**config.mk**
```make
export PLATFORM = sky130hd
export DESIGN_NAME = filt_cfg_host_port
export DESIGN_NICKNAME = d
export VERILOG_FILES = /design/src/rtl/cfg_pkg.sv /design/src/rtl/cfg_busy_timer.sv /design/src/rtl/cfg_write_decode.sv /design/src/rtl/cfg_swap_ctrl.sv /design/src/rtl/cfg_coef_store.sv /design/src/rtl/filt_cfg_host_port.sv
export SDC_FILE = /design/constraint.sdc
export NUM_CORES = 2
export LEC_CHECK = 0
export BUFFER_PORTS_ARGS = -buffer_cell sky130_fd_sc_hd__buf_2
export CORE_ASPECT_RATIO = 0.6
export CORE_MARGIN = 3
export CORE_UTILIZATION = 50
export CTS_CLUSTER_DIAMETER = 100
export DETAILED_ROUTE_END_ITERATION = 8
export PLACE_DENSITY = 0.71
export REMOVE_ABC_BUFFERS = 1
export SETUP_SLACK_MARGIN = 0.15
export SLEW_MARGIN = 10
export SYNTH_ARGS = -nofsm -noshare
export SYNTH_HDL_FRONTEND = slang
export SYNTH_SLANG_ARGS = --single-unit
```
**constraint.sdc**
```tcl
create_clock -name clk -period 4.3 [get_ports clk]
set_input_delay 0.645 -clock clk [delete_from_list [all_inputs] [get_ports clk]]
set_output_delay 0.645 -clock clk [all_outputs]
set_load 0.005 [all_outputs]
```
**src/rtl/cfg_pkg.sv**
```systemverilog
package cfg_pkg;
  localparam int unsigned CFG_DW       = 16;
  localparam int unsigned CFG_AW       = 8;
  localparam int unsigned CFG_NCOEF    = 128;
  localparam int unsigned CFG_BUSY_CYC = 22;
  localparam int unsigned CFG_GUARD    = 2;
  localparam logic [CFG_DW-1:0] CFG_DEFAULT = 16'h8C80;

  // control word field positions
  localparam int unsigned F_DIV_LSB = 13;
  localparam int unsigned F_DIV_W   = 2;
  localparam int unsigned F_SRC_SEL = 7;
  localparam int unsigned F_SRC_BIT = 6;
  localparam int unsigned F_AUTO    = 5;
  localparam int unsigned F_RSV_W   = 4;
endpackage

```
**src/rtl/cfg_busy_timer.sv**
```systemverilog
module cfg_busy_timer #(
  parameter int unsigned CYCLES = 22
) (
  input  logic clk,
  input  logic rst_n,
  output logic busy
);
  localparam int unsigned CW = $clog2(CYCLES + 1);
  logic [CW-1:0] cnt_q;

  always_ff @(posedge clk or negedge rst_n) begin
    if (!rst_n)            cnt_q <= CW'(CYCLES);
    else if (cnt_q != '0)  cnt_q <= cnt_q - 1'b1;
  end

  assign busy = (cnt_q != '0);

  // once idle, busy never returns without reset
  a_r2_stays_idle: assert property (@(posedge clk) disable iff (!rst_n)
    !busy |=> !busy);
endmodule

```
**src/rtl/cfg_write_decode.sv**
```systemverilog
module cfg_write_decode #(
  parameter int unsigned DW    = 16,
  parameter int unsigned AW    = 8,
  parameter int unsigned GUARD = 2
) (
  input  logic          clk,
  input  logic          rst_n,
  input  logic          busy,
  input  logic          byte_mode,
  input  logic          sel_ctl,
  input  logic          cs_n,
  input  logic          we_n,
  input  logic [AW-1:0] addr,
  input  logic [DW-1:0] data,
  output logic          ctl_we,
  output logic          coef_we,
  output logic [AW-2:0] idx,
  output logic [DW-1:0] word
);
  localparam int unsigned HB = DW / 2;
  localparam int unsigned GW = $clog2(GUARD + 1);

  logic [HB-1:0] lo_q;
  logic          lo_ok_q;
  logic [GW-1:0] guard_q;
  logic          wr_ok, done;

  assign wr_ok = !cs_n && !we_n && !busy && (guard_q == '0);
  assign done  = wr_ok && (!byte_mode || (addr[0] && lo_ok_q));

  always_comb begin
    idx     = byte_mode ? addr[AW-1:1] : addr[AW-2:0];
    word    = byte_mode ? {data[HB-1:0], lo_q} : data;
    ctl_we  = done && sel_ctl;
    coef_we = done && !sel_ctl;
  end

  always_ff @(posedge clk or negedge rst_n) begin
    if (!rst_n) begin
      lo_q    <= '0;
      lo_ok_q <= 1'b0;
      guard_q <= '0;
    end else begin
      if (wr_ok && byte_mode) begin
        if (!addr[0]) begin
          lo_q    <= data[HB-1:0];
          lo_ok_q <= 1'b1;
        end else begin
          lo_ok_q <= 1'b0;
        end
      end
      if (ctl_we)              guard_q <= GW'(GUARD);
      else if (guard_q != '0)  guard_q <= guard_q - 1'b1;
    end
  end

  // settle window after a control word
  a_r7_guard: assert property (@(posedge clk) disable iff (!rst_n)
    ctl_we |=> !ctl_we && !coef_we);
  // nothing gets through while busy
  a_r3_busy_block: assert property (@(posedge clk) disable iff (!rst_n)
    busy |-> !ctl_we && !coef_we);
endmodule

```
**src/rtl/cfg_swap_ctrl.sv**
```systemverilog
module cfg_swap_ctrl
  import cfg_pkg::*;
#(
  parameter int unsigned DW = 16,
  parameter logic [DW-1:0] DEFAULT = 16'h8C80
) (
  input  logic          clk,
  input  logic          rst_n,
  input  logic          ctl_we,
  input  logic [DW-1:0] wdata,
  input  logic          swap_pin,
  output logic [DW-1:0] active,
  output logic          bank,
  output logic          tick,
  output logic          rsv_flag
);
  localparam int unsigned CW = (1 << F_DIV_W) - 1;

  logic [DW-1:0]      shadow_q, active_q;
  logic               first_q, bank_q, rsv_q;
  logic [CW-1:0]      cnt_q, lim;
  logic [F_DIV_W-1:0] fld;
  logic               req, nxt_bank, direct;

  assign fld      = active_q[F_DIV_LSB +: F_DIV_W];
  assign lim      = CW'((32'd1 << fld) - 32'd1);
  assign tick     = (cnt_q >= lim);
  assign req      = active_q[F_SRC_SEL] ? shadow_q[F_SRC_BIT] : swap_pin;
  assign nxt_bank = active_q[F_AUTO] ? !bank_q : req;
  assign direct   = ctl_we && first_q;

  always_ff @(posedge clk or negedge rst_n) begin
    if (!rst_n) begin
      shadow_q <= DEFAULT;
      active_q <= DEFAULT;
      first_q  <= 1'b1;
      bank_q   <= 1'b0;
      rsv_q    <= 1'b0;
      cnt_q    <= '0;
    end else begin
      cnt_q <= tick ? '0 : cnt_q + 1'b1;
      if (tick && (nxt_bank != bank_q)) begin
        bank_q   <= nxt_bank;
        active_q <= shadow_q;
      end
      if (ctl_we) begin
        shadow_q <= wdata;
        rsv_q    <= |wdata[F_RSV_W-1:0];
        if (first_q) begin
          active_q <= wdata;
          first_q  <= 1'b0;
        end
      end
    end
  end

  assign active   = active_q;
  assign bank     = bank_q;
  assign rsv_flag = rsv_q;

  // bank moves only on a strobe
  a_r9_bank_on_tick: assert property (@(posedge clk) disable iff (!rst_n)
    !tick |=> bank_q == $past(bank_q));
  // active word held between swaps
  a_r8_active_hold: assert property (@(posedge clk) disable iff (!rst_n)
    (!tick && !direct) |=> $stable(active_q));
  // auto mode flips the bank on each strobe
  a_r11_auto_flip: assert property (@(posedge clk) disable iff (!rst_n)
    (tick && active_q[F_AUTO] && !direct) |=> bank_q != $past(bank_q));
endmodule

```
**src/rtl/cfg_coef_store.sv**
```systemverilog
module cfg_coef_store #(
  parameter int unsigned DW    = 16,
  parameter int unsigned DEPTH = 128
) (
  input  logic                     clk,
  input  logic                     we,
  input  logic [$clog2(DEPTH)-1:0] waddr,
  input  logic [DW-1:0]            wdata,
  input  logic [$clog2(DEPTH)-1:0] raddr,
  output logic [DW-1:0]            rdata
);
  logic [DW-1:0] mem [DEPTH];

  always_ff @(posedge clk) begin
    if (we) mem[waddr] <= wdata;
  end

  assign rdata = mem[raddr];
endmodule

```
**src/rtl/filt_cfg_host_port.sv**
```systemverilog
module filt_cfg_host_port
  import cfg_pkg::*;
(
  input  logic                  clk,
  input  logic                  rst_n,
  input  logic                  byte_mode,
  input  logic                  host_sel_ctl,
  input  logic                  host_cs_n,
  input  logic                  host_we_n,
  input  logic [CFG_AW-1:0]     host_addr,
  input  logic [CFG_DW-1:0]     host_data,
  input  logic                  swap_pin,
  input  logic [CFG_AW-2:0]     coef_raddr,
  output logic [CFG_DW-1:0]     coef_rdata,
  output logic [CFG_DW-1:0]     ctrl_word,
  output logic                  bank_upper,
  output logic                  sample_tick,
  output logic                  busy,
  output logic                  rsv_flag
);
  logic              ctl_we, coef_we;
  logic [CFG_AW-2:0] widx;
  logic [CFG_DW-1:0] wword;

  cfg_busy_timer #(.CYCLES(CFG_BUSY_CYC)) u_busy (
    .clk(clk), .rst_n(rst_n), .busy(busy)
  );

  cfg_write_decode #(.DW(CFG_DW), .AW(CFG_AW), .GUARD(CFG_GUARD)) u_dec (
    .clk(clk), .rst_n(rst_n), .busy(busy), .byte_mode(byte_mode),
    .sel_ctl(host_sel_ctl), .cs_n(host_cs_n), .we_n(host_we_n),
    .addr(host_addr), .data(host_data), .ctl_we(ctl_we),
    .coef_we(coef_we), .idx(widx), .word(wword)
  );

  cfg_swap_ctrl #(.DW(CFG_DW), .DEFAULT(CFG_DEFAULT)) u_swap (
    .clk(clk), .rst_n(rst_n), .ctl_we(ctl_we), .wdata(wword),
    .swap_pin(swap_pin), .active(ctrl_word), .bank(bank_upper),
    .tick(sample_tick), .rsv_flag(rsv_flag)
  );

  cfg_coef_store #(.DW(CFG_DW), .DEPTH(CFG_NCOEF)) u_mem (
    .clk(clk), .we(coef_we), .waddr(widx), .wdata(wword),
    .raddr(coef_raddr), .rdata(coef_rdata)
  );

  // a coefficient write needs both strobes low
  a_r3_strobes: assert property (@(posedge clk) disable iff (!rst_n)
    (host_cs_n || host_we_n) |-> !coef_we && !ctl_we);
endmodule

```
==> results.json <==
{
  "drt_iter0_drc": 6610,
  "grt_overflow_total": 0,
  "finalClockSkew_ns": 0.0341,
  "drcViolationCount": 0,
  "initial_core_util_pct": 50.7,
  "nets": 3762,
  "dr.pass1.iters": 6,
  "drv_cap": 0,
  "grt_max_degree": 132,
  "fin_crit_ns": 4.11,
  "routed_via_density": 6.50,
  "grt_pass1_vias": 38100,
  "ys_warn_count": 0,
  "synth_top_cell_by_area": "edfxtp_1",
  "die_area_um2": 167000,
  "ys_ff_latch": 2102,
  "fmax_mhz": 243,
  "placed_area_um2": 86200,
  "finalHoldViolCount": 0,
  "endpoint_kind": "output port",
  "gp_congestion": 0.831,
  "synth_area_per_cell_um2": 24.3,
  "fin_crit_sh_pct": 95.5,
  "drive_gt1_share_pct": 35.7,
  "instances_no_fill": 5983,
  "clk_latency_ns": 0.81,
  "run_status": "finished, final reports clean",
  "hpwl_mm": 123,
  "routedWlPerCell_um": 34.1,
  "slew_headroom_pct": 8.26,
  "start_kind": "input port",
  "ys_top_cells_by_count": "edfxtp_1 (2048), mux4_2 (672), nor2_1 (157)",
  "maxSlewViolCount": 0,
  "hold_class": "input port to flip-flop",
  "synth.area.top_cells": "edfxtp_1 (76%), mux4_2 (19%), dfrtp_1 (1.3%), mux2_2 (0.79%), nor2_1 (0.73%)",
  "numCtsBuffers": 184,
  "htreeDepth": 4,
  "port-buffer-count": 73,
  "seq_area_frac_synth_pct": 77.6,
  "synth_flop_cell": "edfxtp_1",
  "dp.cells": 5642,
  "antenna_found_initial": 18,
  "detail-route-antenna-nets": 0,
  "finalWirelength_mm": 204,
  "async_flop_share_pct": 2.57,
  "synth_top_area_share_pct": 75.9,
  "synth_area_um2": 81000,
  "r2r_cells": 9,
  "finalInstanceArea_um2": 92100,
  "arrival_ns": 3.46,
  "crit_type": "input port to output port",
  "num_rows": 113,
  "synth_edf_count": 2048,
  "synth.most_common_cell": "edfxtp_1",
  "ios": 74,
  "grt.total_usage_pct": 24.5,
  "via_count": 38900,
  "dieWidth_um": 526,
  "setup_tns_ns": 0,
  "grt_first_pass_wirelength_mm": 291,
  "whs_path_depth": 2,
  "core_um2": 160000,
  "ir_worst_vdd_uv": 401,
  "crit_fanout": 16,
  "die_y_um": 318,
  "pwr_density_cell_nw_per_um2": 471,
  "synthCells": 3340,
  "area_growth_pct": 13.8,
  "cts_tree": "yes",
  "setup_viol": 0,
  "clock-sinks": 2102,
  "rsz0062_at_grt": "no",
  "yosysUniqueCellTypes": 47,
  "power_leakage_uw": 0.0291,
  "required_ns": 3.65,
  "root_buffer": "clkbuf_16",
  "clkTransAtPathRegs_ns": 0.06,
  "worst_pin_slew_ns": 1.37,
  "cts_max_path_buffers": 4
}
registers in the layout, summed over array words and instances (netlist names):
signal / count
u_swap.bank: 1
u_mem.mem: 2048
u_swap.active: 16
u_dec.guard_q: 2
u_busy.cnt_q: 5
u_dec.lo_ok_q: 1
u_swap.rsv_flag: 1
u_dec.lo_q: 8
u_swap.first_q: 1
u_swap.cnt_q: 3
u_swap.shadow_q: 16
stage by stage:
stage / utilization (%) / worst slack, ns / total power (µW) / hold slack, ns
after floorplan: - / 0.788 / 25900 / 0.349
after global placement: 54.0 / 0.0679 / 27700 / 0.458
after detailed placement: 54.0 / 0.0231 / 27900 / 0.475
after CTS: 57.6 / 0.154 / 43600 / 0.0625
after global routing: 57.7 / 0.149 / 44700 / 0.0938
final: 57.7 / 0.193 / 43400 / 0.101
cell usage in the layout (no fill, tap or decap), types with 7 or more instances in the layout:
cell type	instances
buf_4	238
nor2_2	13
nand3_1	19
buf_2	69
nand2_1	31
clkbuf_16	191
o21ai_0	16
clkbuf_1	44
clkinv_1	37
inv_1	12
dfrtp_1	42
nor2_1	144
mux2_4	16
buf_12	50
mux4_2	672
a31oi_1	18
bufinv_16	11
edfxtp_1	2048
mux2_2	41
dfstp_2	12
clkbuf_8	7
clkinv_2	26
ha_1	7
cells by family after synthesis:
| group | count (synthesis) | share of synthesized area (%) |
|---|---|---|
| AOI/OAI and AO/OA | 56 | 0.428 |
| xor gates and xnor gates | 5 | 0.0541 |
| adders and majority gates | 7 | 0.108 |
| buffers and inverters | 196 | 1.00 |
| DFF | 2102 | 77.6 |
| muxes | 732 | 19.5 |
| and+or+nand+nor | 242 | 1.29 |
critical path, stage by stage:
cell    delay (ns)
buf_16        0.17
buf_12        0.19
buf_12        0.20
mux4_2        0.57
mux4_2        0.59
mux4_2        0.56
mux2_2        0.33
buf_2         0.14
metal layers:
layer  wire [µm]  global-route usage (%)  vias up  share of wire [%]
met4        4070                    5.15        4                2.0
met1       83600                    39.3    20800                 41
met5          27                       0        -              0.013
met2       86800                    32.8     2702                 43
met3       29600                    7.98      281                 14
li1            -                       -    15100                  -
repair_timing:
item	4_1_cts	5_1_grt
setup buffers	3	9
hold buffers	1	0
resized for setup	6	7
endpoints found under the hold margin	42	0
setup endpoints to repair	16	17
cloned	1	2
path summary, 6_finish.rpt:
kind                                  from                  to  slack, ns
max                          coef_raddr[0]      coef_rdata[11]       0.19
min                           host_addr[0]       u_dec.lo_ok_q       0.10
min in group asynchronous            rst_n    u_dec.guard_q[0]       0.52
min reg2reg                 u_swap.first_q      u_swap.first_q       0.48
max in group asynchronous            rst_n    u_swap.active[2]       3.30
max reg2reg                u_busy.cnt_q[0]  u_mem.mem[120][12]       0.35
final cells by class:
class	count	area [µm²]
sequential	2102	62900
timing repair buffer	375	3490
tap	2127	2660
inverter	12	45.0
antenna	2	5.00
fill	11100	67500
multi-input combinational	1042	17400
clock inverter	83	667
clock buffer	240	4990
power by group:
group / internal [µW] / total, µW / switching [µW]
Sequential: 23500 / 23600 / 115
Combinational: 1310 / 3850 / 2540
Clock: 8820 / 16000 / 7140
Total: 33600 / 43400 / 9800
(Power assumes the default switching activity.)
